`src/rtl/gpio_irq_pkg.sv`:
```
package gpio_irq_pkg;

  localparam int ADDR_W    = 6;
  localparam int NUM_BANKS = 2;

  // base offsets of the low-bank register of each pair; high bank is +2
  localparam logic [ADDR_W-1:0] OFF_STAT = 6'h08;
  localparam logic [ADDR_W-1:0] OFF_EN   = 6'h0C;
  localparam logic [ADDR_W-1:0] OFF_TYPE = 6'h10;
  localparam logic [ADDR_W-1:0] OFF_POL  = 6'h14;
  localparam logic [ADDR_W-1:0] OFF_HOLD = 6'h18;
  localparam logic [ADDR_W-1:0] OFF_FALL = 6'h20;
  localparam logic [ADDR_W-1:0] OFF_RISE = 6'h24;

  typedef enum logic [2:0] {
    SEL_NONE,
    SEL_STAT,
    SEL_EN,
    SEL_TYPE,
    SEL_POL,
    SEL_HOLD,
    SEL_FALL,
    SEL_RISE
  } regSel_e;

  // strobes from the control decode to the datapath
  typedef struct packed {
    regSel_e sel;
    logic    bank;
    logic    wrStb;
  } busStb_t;

endpackage

```
`src/rtl/gpio_irq_ctrl.sv`:
```
module gpio_irq_ctrl
  import gpio_irq_pkg::*;
(
  input  logic [ADDR_W-1:0] busAddr,
  input  logic              busWrEn,
  output busStb_t           stb
);

  logic [ADDR_W-1:0] pairBase;
  regSel_e           selDec;

  assign pairBase = {busAddr[ADDR_W-1:2], 2'b00};

  always_comb begin
    selDec = SEL_NONE;
    if (!busAddr[0]) begin
      unique case (pairBase)
        OFF_STAT: selDec = SEL_STAT;
        OFF_EN:   selDec = SEL_EN;
        OFF_TYPE: selDec = SEL_TYPE;
        OFF_POL:  selDec = SEL_POL;
        OFF_HOLD: selDec = SEL_HOLD;
        OFF_FALL: selDec = SEL_FALL;
        OFF_RISE: selDec = SEL_RISE;
        default:  selDec = SEL_NONE;
      endcase
    end
  end

  always_comb begin
    stb.sel   = selDec;
    stb.bank  = busAddr[1];
    stb.wrStb = busWrEn && (selDec != SEL_NONE);
  end

endmodule

```
`src/rtl/gpio_irq_datapath.sv`:
```
module gpio_irq_datapath
  import gpio_irq_pkg::*;
#(
  parameter int BANK_W      = 16,
  parameter int SYNC_STAGES = 2
) (
  input  logic                          clk,
  input  logic                          rst,
  input  busStb_t                       stb,
  input  logic [BANK_W-1:0]             busWrData,
  output logic [BANK_W-1:0]             busRdData,
  input  logic [NUM_BANKS*BANK_W-1:0]   lineIn,
  output logic [NUM_BANKS*BANK_W-1:0]   statusVec,
  output logic [NUM_BANKS*BANK_W-1:0]   enableVec,
  output logic [NUM_BANKS*BANK_W-1:0]   holdVec
);

  localparam int NL = NUM_BANKS * BANK_W;

  logic [NL-1:0] enQ, typeQ, polQ, holdQ, fallQ, riseQ, statQ;
  logic [SYNC_STAGES-1:0][NL-1:0] syncChain;
  logic [NL-1:0] prevLvl, syncLvl;
  logic [NL-1:0] bankMask, wrData, clrMask;
  logic [NL-1:0] riseHit, fallHit, edgeHit, levelHit, condVec, statNext;
  logic [NL-1:0] rdVec;

  // per-bank byte-lane select for the addressed half of a pair
  for (genvar b = 0; b < NUM_BANKS; b++) begin : g_bank
    assign bankMask[b*BANK_W +: BANK_W] = {BANK_W{stb.bank == b[0]}};
    assign wrData[b*BANK_W +: BANK_W]   = busWrData;
  end

  function automatic logic [NL-1:0] mergeWr(input logic [NL-1:0] oldVal);
    return (oldVal & ~bankMask) | (wrData & bankMask);
  endfunction

  assign clrMask = (stb.wrStb && stb.sel == SEL_STAT) ? (wrData & bankMask) : '0;

  // detection on the synchronised level
  assign syncLvl  = syncChain[SYNC_STAGES-1];
  assign riseHit  = syncLvl & ~prevLvl & riseQ;
  assign fallHit  = ~syncLvl & prevLvl & fallQ;
  assign edgeHit  = riseHit | fallHit;
  assign levelHit = ~(syncLvl ^ polQ);
  assign condVec  = (typeQ & edgeHit) | (~typeQ & levelHit);
  // held bits: event wins over a same-cycle clear; pass-through bits follow condition
  assign statNext = (holdQ & ((statQ & ~clrMask) | condVec)) | (~holdQ & condVec);

  always_ff @(posedge clk) begin
    if (rst) begin
      enQ       <= '0;
      typeQ     <= '0;
      polQ      <= '1;
      holdQ     <= '0;
      fallQ     <= '1;
      riseQ     <= '1;
      statQ     <= '0;
      syncChain <= '0;
      prevLvl   <= '0;
    end else begin
      syncChain <= {syncChain[SYNC_STAGES-2:0], lineIn};
      prevLvl   <= syncLvl;
      statQ     <= statNext;
      if (stb.wrStb) begin
        unique case (stb.sel)
          SEL_EN:   enQ   <= mergeWr(enQ);
          SEL_TYPE: typeQ <= mergeWr(typeQ);
          SEL_POL:  polQ  <= mergeWr(polQ);
          SEL_HOLD: holdQ <= mergeWr(holdQ);
          SEL_FALL: fallQ <= mergeWr(fallQ);
          SEL_RISE: riseQ <= mergeWr(riseQ);
          default: ;
        endcase
      end
    end
  end

  always_comb begin
    unique case (stb.sel)
      SEL_STAT: rdVec = statQ;
      SEL_EN:   rdVec = enQ;
      SEL_TYPE: rdVec = typeQ;
      SEL_POL:  rdVec = polQ;
      SEL_HOLD: rdVec = holdQ;
      SEL_FALL: rdVec = fallQ;
      SEL_RISE: rdVec = riseQ;
      default:  rdVec = '0;
    endcase
  end

  assign busRdData = stb.bank ? rdVec[NL-1 -: BANK_W] : rdVec[BANK_W-1:0];
  assign statusVec = statQ;
  assign enableVec = enQ;
  assign holdVec   = holdQ;

endmodule

```
`src/rtl/gpio_irq_prio.sv`:
```
module gpio_irq_prio #(
  parameter int NL    = 32,
  parameter int IDX_W = 5
) (
  input  logic [NL-1:0]    liveVec,
  output logic [IDX_W-1:0] pendIdx,
  output logic             pendValid
);

  always_comb begin
    pendIdx   = '0;
    pendValid = 1'b0;
    for (int i = NL - 1; i >= 0; i--) begin
      if (liveVec[i]) begin
        pendIdx   = i[IDX_W-1:0];
        pendValid = 1'b1;
      end
    end
  end

endmodule

```
`src/rtl/gpio_irq_detect.sv`:
```
module gpio_irq_detect
  import gpio_irq_pkg::*;
#(
  parameter int BANK_W      = 16,
  parameter int SYNC_STAGES = 2
) (
  input  logic                        clk,
  input  logic                        rst,
  input  logic [ADDR_W-1:0]           busAddr,
  input  logic                        busWrEn,
  input  logic [BANK_W-1:0]           busWrData,
  output logic [BANK_W-1:0]           busRdData,
  input  logic [NUM_BANKS*BANK_W-1:0] lineIn,
  output logic                        irqOut,
  output logic                        pendValid,
  output logic [$clog2(NUM_BANKS*BANK_W)-1:0] pendIdx
);

  localparam int NL    = NUM_BANKS * BANK_W;
  localparam int IDX_W = $clog2(NL);

  busStb_t       stb;
  logic [NL-1:0] statusVec, enableVec, holdVec, liveVec;

  gpio_irq_ctrl ctrl_i (
    .busAddr (busAddr),
    .busWrEn (busWrEn),
    .stb     (stb)
  );

  gpio_irq_datapath #(
    .BANK_W      (BANK_W),
    .SYNC_STAGES (SYNC_STAGES)
  ) dp_i (
    .clk       (clk),
    .rst       (rst),
    .stb       (stb),
    .busWrData (busWrData),
    .busRdData (busRdData),
    .lineIn    (lineIn),
    .statusVec (statusVec),
    .enableVec (enableVec),
    .holdVec   (holdVec)
  );

  assign liveVec = statusVec & enableVec;
  assign irqOut  = |liveVec;

  gpio_irq_prio #(
    .NL    (NL),
    .IDX_W (IDX_W)
  ) prio_i (
    .liveVec   (liveVec),
    .pendIdx   (pendIdx),
    .pendValid (pendValid)
  );

endmodule

```
`config.mk`:
```
export PLATFORM = sky130hd
export DESIGN_NAME = gpio_irq_detect
export DESIGN_NICKNAME = d
export VERILOG_FILES = /design/src/rtl/gpio_irq_pkg.sv /design/src/rtl/gpio_irq_ctrl.sv /design/src/rtl/gpio_irq_datapath.sv /design/src/rtl/gpio_irq_prio.sv /design/src/rtl/gpio_irq_detect.sv
export SDC_FILE = /design/constraint.sdc
export NUM_CORES = 1
export LEC_CHECK = 0
export BUFFER_PORTS_ARGS = -buffer_cell sky130_fd_sc_hd__buf_2
export CORE_MARGIN = 2
export CORE_UTILIZATION = 60
export CTS_BUF_LIST = sky130_fd_sc_hd__clkbuf_16
export DETAILED_ROUTE_END_ITERATION = 7
export GPL_ROUTABILITY_DRIVEN = 0
export PLACE_DENSITY = 0.79
export SLEW_MARGIN = 30
export SYNTH_ARGS = -nofsm -noshare
export SYNTH_HDL_FRONTEND = slang
export SYNTH_HIERARCHICAL = 1
export SYNTH_SLANG_ARGS = --single-unit
export TNS_END_PERCENT = 20
```
`constraint.sdc`:
```
create_clock -name clk -period 3.9 [get_ports clk]
set_input_delay 0.585 -clock clk [delete_from_list [all_inputs] [get_ports clk]]
set_output_delay 0.585 -clock clk [all_outputs]
set_load 0.005 [all_outputs]
```
==> impl_metrics.csv, run 1 <==
group,metric,value,unit
flow_run,max_cap_violations,0,
global_routing,overflow,0,
synthesis,synthFlopType,"dfxtp_1",
floorplanning,io_pins,80,
worst_setup_path,cp.required,3.31,ns
synthesis,syn_inst,1731,
final_layout,area_growth,12.4,%
worst_setup_path,critPathSlowestCell,"a21oi_4",
routing,drc,1,
worst_setup_path,worst-path-stages,10,
min_path,hold_path.class,"in -> reg",
worst_setup_path,path_buf_inv,3,
synthesis,synth_edf_count,0,
synthesis,synth_cell_types,71,
floorplanning,core_area,0.0240,mm2
synthesis,synth_top_area_share,44.0,%
synthesis,synth.cell_area,0.0146,mm2
place,hpwl,27400,um
clock_tree,cts_tree,"done",
routing,wire_per_inst,19.7,um
routing,drtAntennaViolNets,0,
floorplanning,dieArea,0.0255,mm2
worst_setup_path,worstSetupEndpointType,"output port",
final_layout,diodes,0,
floorplanning,initial_core_util,60.6,%
clock_tree,holdBufCountCts,0,
synthesis,synth.net_count,1788,
power_and_ir_drop,p_per_area,430,mW/mm2
timing,min_period,3.63,ns
worst_setup_path,r2r-end,"dp_i/statusVec[15]$_SDFF_PP0_",
run_status,violations,"design-rule violations",
timing,hold_slack,0.271,ns
timing,grt_setup_unrepaired,"false",
worst_setup_path,cpPeakStageDelay,0.52,ns
global_routing,gr-usage-all-layers,32.0,%
synthesis,avgSynthCellArea,8.41,um2
timing,fmax,0.276,GHz
timing,slew_headroom,38.9,%
clock_tree,clock-sinks,320,
routing,drt_pass1_iterations,8,
min_path,min_to,"dp_i/syncChain[7]$_SDFF_PP0_",
final_layout,fin_nets,1827,
worst_setup_path,crit_top_cell,"buf_2",
synthesis,yosysMostFrequentCell,"nand2_1",
clock_tree,ctsLongestPathBuffers,3,
worst_setup_path,cp_cell_sequence,"buf_2 -> nor4b_1 -> a31oi_1 -> a21oi_4 -> buf_4 -> mux2_2 -> a221o_1 -> o21ai_0 -> a21oi_1 -> buf_2",
synthesis,synth_top_cell_by_area,"dfxtp_1",
synthesis,ys_ff_latch,320,
timing,clock_skew,0.0114,ns
clock_tree,path_clk_slew,0.06,ns
worst_setup_path,r2r_cells,4,
floorplanning,rows,57,
run_status,outcome,"finished with violations",
global_routing,first_global_vias,12400,
worst_setup_path,ff2ff_setup_slack,2.87,ns
clock_tree,cts-resized-gates,0,
timing,hold_viol_final,0,
clock_tree,clk_latency,0.52,ns
synthesis,synth_async_sr_flop_share,0,%
clock_tree,post_cts_buffers,0,
worst_setup_path,cp_data_arrival_time,3.04,ns
clock_tree,cts_max_level,2,
min_path,holdPathStages,2,
worst_setup_path,cp_max_fo,14,
power_and_ir_drop,ir_drop,0.000412,V
worst_setup_path,crit_family,"compound AO/OA/AOI/OAI gates",
synthesis,synth.top_cells.by_count,"452 x nand2_1, 320 x dfxtp_1, 135 x a21oi_1",
routing,drt_iter0_markers,1649,
power_and_ir_drop,leakagePower,6.30,nW
global_routing,antenna_found_initial,0,
clock_tree,cts_buffers,35,
synthesis,yosys-top-cells-area,"dfxtp_1 44%, nand2_1 12%, nand3b_1 6.7%",
min_path,min_from,"lineIn[7]",
synthesis,yosys_warnings,6,
worst_setup_path,r2r_start,"dp_i/syncLvl[15]$_SDFF_PP0_",
global_routing,grt_pass1_wl,65600,um
place,numPortBuffers,79,
routing,finalWirelength,41600,um
worst_setup_path,critPathKind,"in -> out",
timing,finalSetupViolCount,0,
timing,worstMarginPinSlew,0.917,ns
global_routing,grt_max_degree,153,
timing,slew_violations,0,
timing,post-route-period-util,93.0,%
routing,vias_per_cell,6.15,
floorplanning,die_h,160,um
worst_setup_path,startpoint_type,"primary input",
routing,vias,13000,
final_layout,drive_above_1_share,12.7,%
clock_tree,clockRootBuffer,"clkbuf_16",
synthesis,synth_seq_area_share,44.0,%
floorplanning,dieWidth,160,um
timing,totalNegativeSetupSlack,0,ns
==> per-layer routing <==
layer  GRT usage, %  up-vias  part of all wire [%]
met5              0        -                     0
met1           41.3     6113                    39
met3           5.30      158                   9.9
li1               -     6012                     -
met4           14.3        0                   4.4
met2           53.0      727                    47
==> placed cells by master, fill, tap and decap left out, types with 33 or more instances in the layout <==
master     Yosys  layout
nand3b_1     130     130
xnor2_1       33      33
clkbuf_16      0      37
nor2b_1      101     101
o211ai_1      41      41
buf_4          8      38
o21ai_0       46      46
nor2_1        38      38
nand2_1      452     452
buf_2         27      78
mux2i_1       42      42
and2_1        33      33
a21oi_1      135     133
dfxtp_1      320     320
==> worst reg2reg max path: cells and delay by family, from the launching register on <==
kind	cells	cell delay, ns
flops	1	0.48
simple gates	1	0.12
compound gates	3	0.37
==> final cells by class <==
type,count,area [um2]
Fill cell,1940,7670
Inverter,8,30.0
Timing Repair Buffer,124,831
Tap cell,324,405
Clock buffer,37,926
Clock inverter,23,185
Sequential cell,320,6410
Multi-Input combinational cell,1281,7580
==> logic make-up (layout without fill, tap and decap cells) <==
family	count (synthesis)	after routing	share of synthesized area (%)
AND/OR/NAND/NOR	826	826	28.6
XOR/XNOR	34	34	2.05
AO/OA/AOI/OAI	351	351	15.5
buffers and inverters	130	192	4.12
multiplexers	70	70	5.75
flip-flops	320	320	44.0
==> worst max path at each step <==
stage | end | startpoint
finish | busRdData[11] | busAddr[5]
global route | busRdData[9] | busAddr[5]
CTS | busRdData[11] | busAddr[5]
detailed placement | busRdData[11] | busAddr[5]
global placement | busRdData[10] | busAddr[4]
floorplan | busRdData[10] | busAddr[5]
==> through the flow <==
step / cells / power [mW] / cell area, um2 / utilization, % / worst slack (ns)
4_1_cts: 2117 / 7.06 / 16400 / 68.1 / 0.336
5_1_grt: 2117 / 7.24 / 16400 / 68.1 / 0.140
3_3_place_gp: 2057 / 3.87 / 15300 / 63.5 / 0.400
2_1_floorplan: 1731 / 3.72 / 14600 / - / 0.864
3_5_place_dp: 2057 / 3.88 / 15300 / 63.5 / 0.348
6_report: 2117 / 7.03 / 16400 / 68.1 / 0.271
==> report_power, final <==
part	total [mW]	internal (mW)	switching [mW]
Clock	3.21	1.91	1.30
Combinational	0.461	0.189	0.272
Sequential	3.36	3.32	0.0372
Total	7.03	5.42	1.61
Power figures use the tool's default switching activity.
==> run 2, diff against run 1 <==
CORE_MARGIN = unset   (was 2)
CORE_UTILIZATION = 55   (was 60)
PLACE_DENSITY = 0.73   (was 0.79)
==> impl_metrics.csv, run 2 (synthesis results as in run 1) <==
group,metric,value,unit
clock_tree,clock-sinks,320,
final_layout,final_cell_mix,"452 x nand2_1, 320 x dfxtp_1, 133 x a21oi_1",
power_and_ir_drop,clkPwrFrac,48.3,%
floorplanning,initial_core_util,56.0,%
power_and_ir_drop,power,7.40,mW
worst_setup_path,critPathKind,"in -> out",
timing,slew_headroom,41.7,%
place,place_inst,2071,
clock_tree,path_clk_slew,0.06,ns
timing,grt_setup_unrepaired,"false",
place,hpwl,27400,um
floorplanning,io_pins,80,
power_and_ir_drop,ir_drop,0.000594,V
floorplanning,core_area,0.0260,mm2
timing,finalSetupViolCount,0,
clock_tree,ctsLongestPathBuffers,3,
timing,totalNegativeSetupSlack,0,ns
final_layout,final_common_cell,"nand2_1",
floorplanning,die_h,165,um
routing,finalWirelength,41900,um
final_layout,fin_cells,2133,
timing,slew_violations,0,
worst_setup_path,cp_max_fo,13,
min_path,hold_path.class,"in -> reg",
global_routing,grt_max_degree,153,
global_routing,overflow,0,
routing,drt_pass1_iterations,7,
clock_tree,clk_latency,0.52,ns
flow_run,max_cap_violations,0,
final_layout,nFillCells,2222,
timing,fmax,0.280,GHz
timing,clock_skew,0.0122,ns
routing,drt_iter0_markers,1164,
clock_tree,post_cts_buffers,0,
power_and_ir_drop,power.share.sequential,45.4,%
power_and_ir_drop,cell_internal_pwr,5.75,mW
power_and_ir_drop,switching_share,22.2,%
clock_tree,clockRootBuffer,"clkbuf_16",
clock_tree,cts_tree,"done",
clock_tree,cts_max_level,2,
routing,vias,12800,
global_routing,first_global_vias,11700,
final_layout,seq_area,0.00641,mm2
floorplanning,rows,59,
worst_setup_path,cp.required,3.31,ns
clock_tree,cts_buffers,35,
timing,worstMarginPinSlew,0.874,ns
global_routing,gr-usage-all-layers,31.1,%
clock_tree,cts-resized-gates,0,
final_layout,area_growth,13.4,%
run_status,outcome,"finished with violations",
power_and_ir_drop,leakagePower,6.35,nW
power_and_ir_drop,combPwrFrac,6.3,%
run_status,violations,"design-rule violations",
final_layout,diodes,0,
global_routing,antenna_found_initial,0,
power_and_ir_drop,p_per_area,448,mW/mm2
routing,vias_per_cell,5.98,
timing,min_period,3.57,ns
worst_setup_path,cp_data_arrival_time,2.98,ns
place,numPortBuffers,79,
routing,drc,2,
routing,drtAntennaViolNets,0,
routing,wire_per_inst,19.6,um
final_layout,fin_nets,1830,
worst_setup_path,worstSetupEndpointType,"output port",
clock_tree,holdBufCountCts,0,
worst_setup_path,startpoint_type,"primary input",
final_layout,drive_above_1_share,12.7,%
timing,hold_viol_final,0,
floorplanning,dieWidth,165,um
floorplanning,dieArea,0.0271,mm2
timing,post-route-period-util,91.4,%
power_and_ir_drop,p_sw,1.65,mW
final_layout,multi_input_area,0.00758,mm2
global_routing,grt_pass1_wl,64600,um
-- run 2: changes by cell type in the layout (fill, tap and decap cells not counted), sizes merged --
cell,change
bufinv,+5
clkinv,-5
buf,+3
clkinvlp,+2
-- run 2: metrics by stage --
step / util (%) / setup WS, ns / instance area (um2) / hold WS, ns
global route: 63.5 / 0.181 / 16500 / 0.267
detailed placement: 58.7 / 0.357 / 15300 / 0.424
finish: 63.5 / 0.334 / 16500 / 0.273
CTS: 63.5 / 0.360 / 16500 / 0.262
global placement: 58.7 / 0.391 / 15300 / 0.417
floorplan: - / 0.864 / 14600 / 0.414
-- run 2: power by group through the flow --
stage / logic (mW) / clock network (mW) / registers (mW)
floorplan: 0.297 / 0 / 3.42
global placement: 0.451 / 0 / 3.43
detailed placement: 0.458 / 0 / 3.43
CTS: 0.461 / 3.62 / 3.36
global route: 0.499 / 3.76 / 3.36
finish: 0.467 / 3.57 / 3.36
-- run 2: final cells by class --
class                           instances  share of cell area [%]
Multi-Input combinational cell       1281                    45.9
Sequential cell                       320                    38.8
Clock buffer                           37                    5.61
Timing Repair Buffer                  127                    5.02
Tap cell                              335                    2.54
Clock inverter                         25                    1.93
Inverter                                8                   0.182
-- run 2: layer usage --
metal	vias up	track usage, %	wire [um]
met5	-	0	0
met4	0	10.8	1200
met3	83	5.10	3340
met2	523	50.4	19200
met1	6127	41.8	18100
li1	6023	-	-
-- run 2: worst paths after layout --
| kind | start | end | slack (ns) | cells past startpoint |
|---|---|---|---|---|
| worst min-delay path | lineIn[10] | dp_i/syncChain[10]$_SDFF_PP0_ | 0.27 | 2 |
| worst max-delay path | busAddr[5] | busRdData[10] | 0.33 | 10 |
| worst max register to register | dp_i/syncLvl[15]$_SDFF_PP0_ | dp_i/statusVec[15]$_SDFF_PP0_ | 2.86 | 4 |
| worst min register to register | dp_i/syncChain[23]$_SDFF_PP0_ | dp_i/syncLvl[23]$_SDFF_PP0_ | 0.43 | 1 |
-- run 2: critical path, stage by stage --
cell	delay, ns
buf_2	0.13
nor4b_1	0.29
a31oi_1	0.11
a21oi_4	0.47
buf_4	0.30
mux2_2	0.35
a221o_1	0.29
o21ai_0	0.17
a21oi_1	0.11
buf_2	0.15
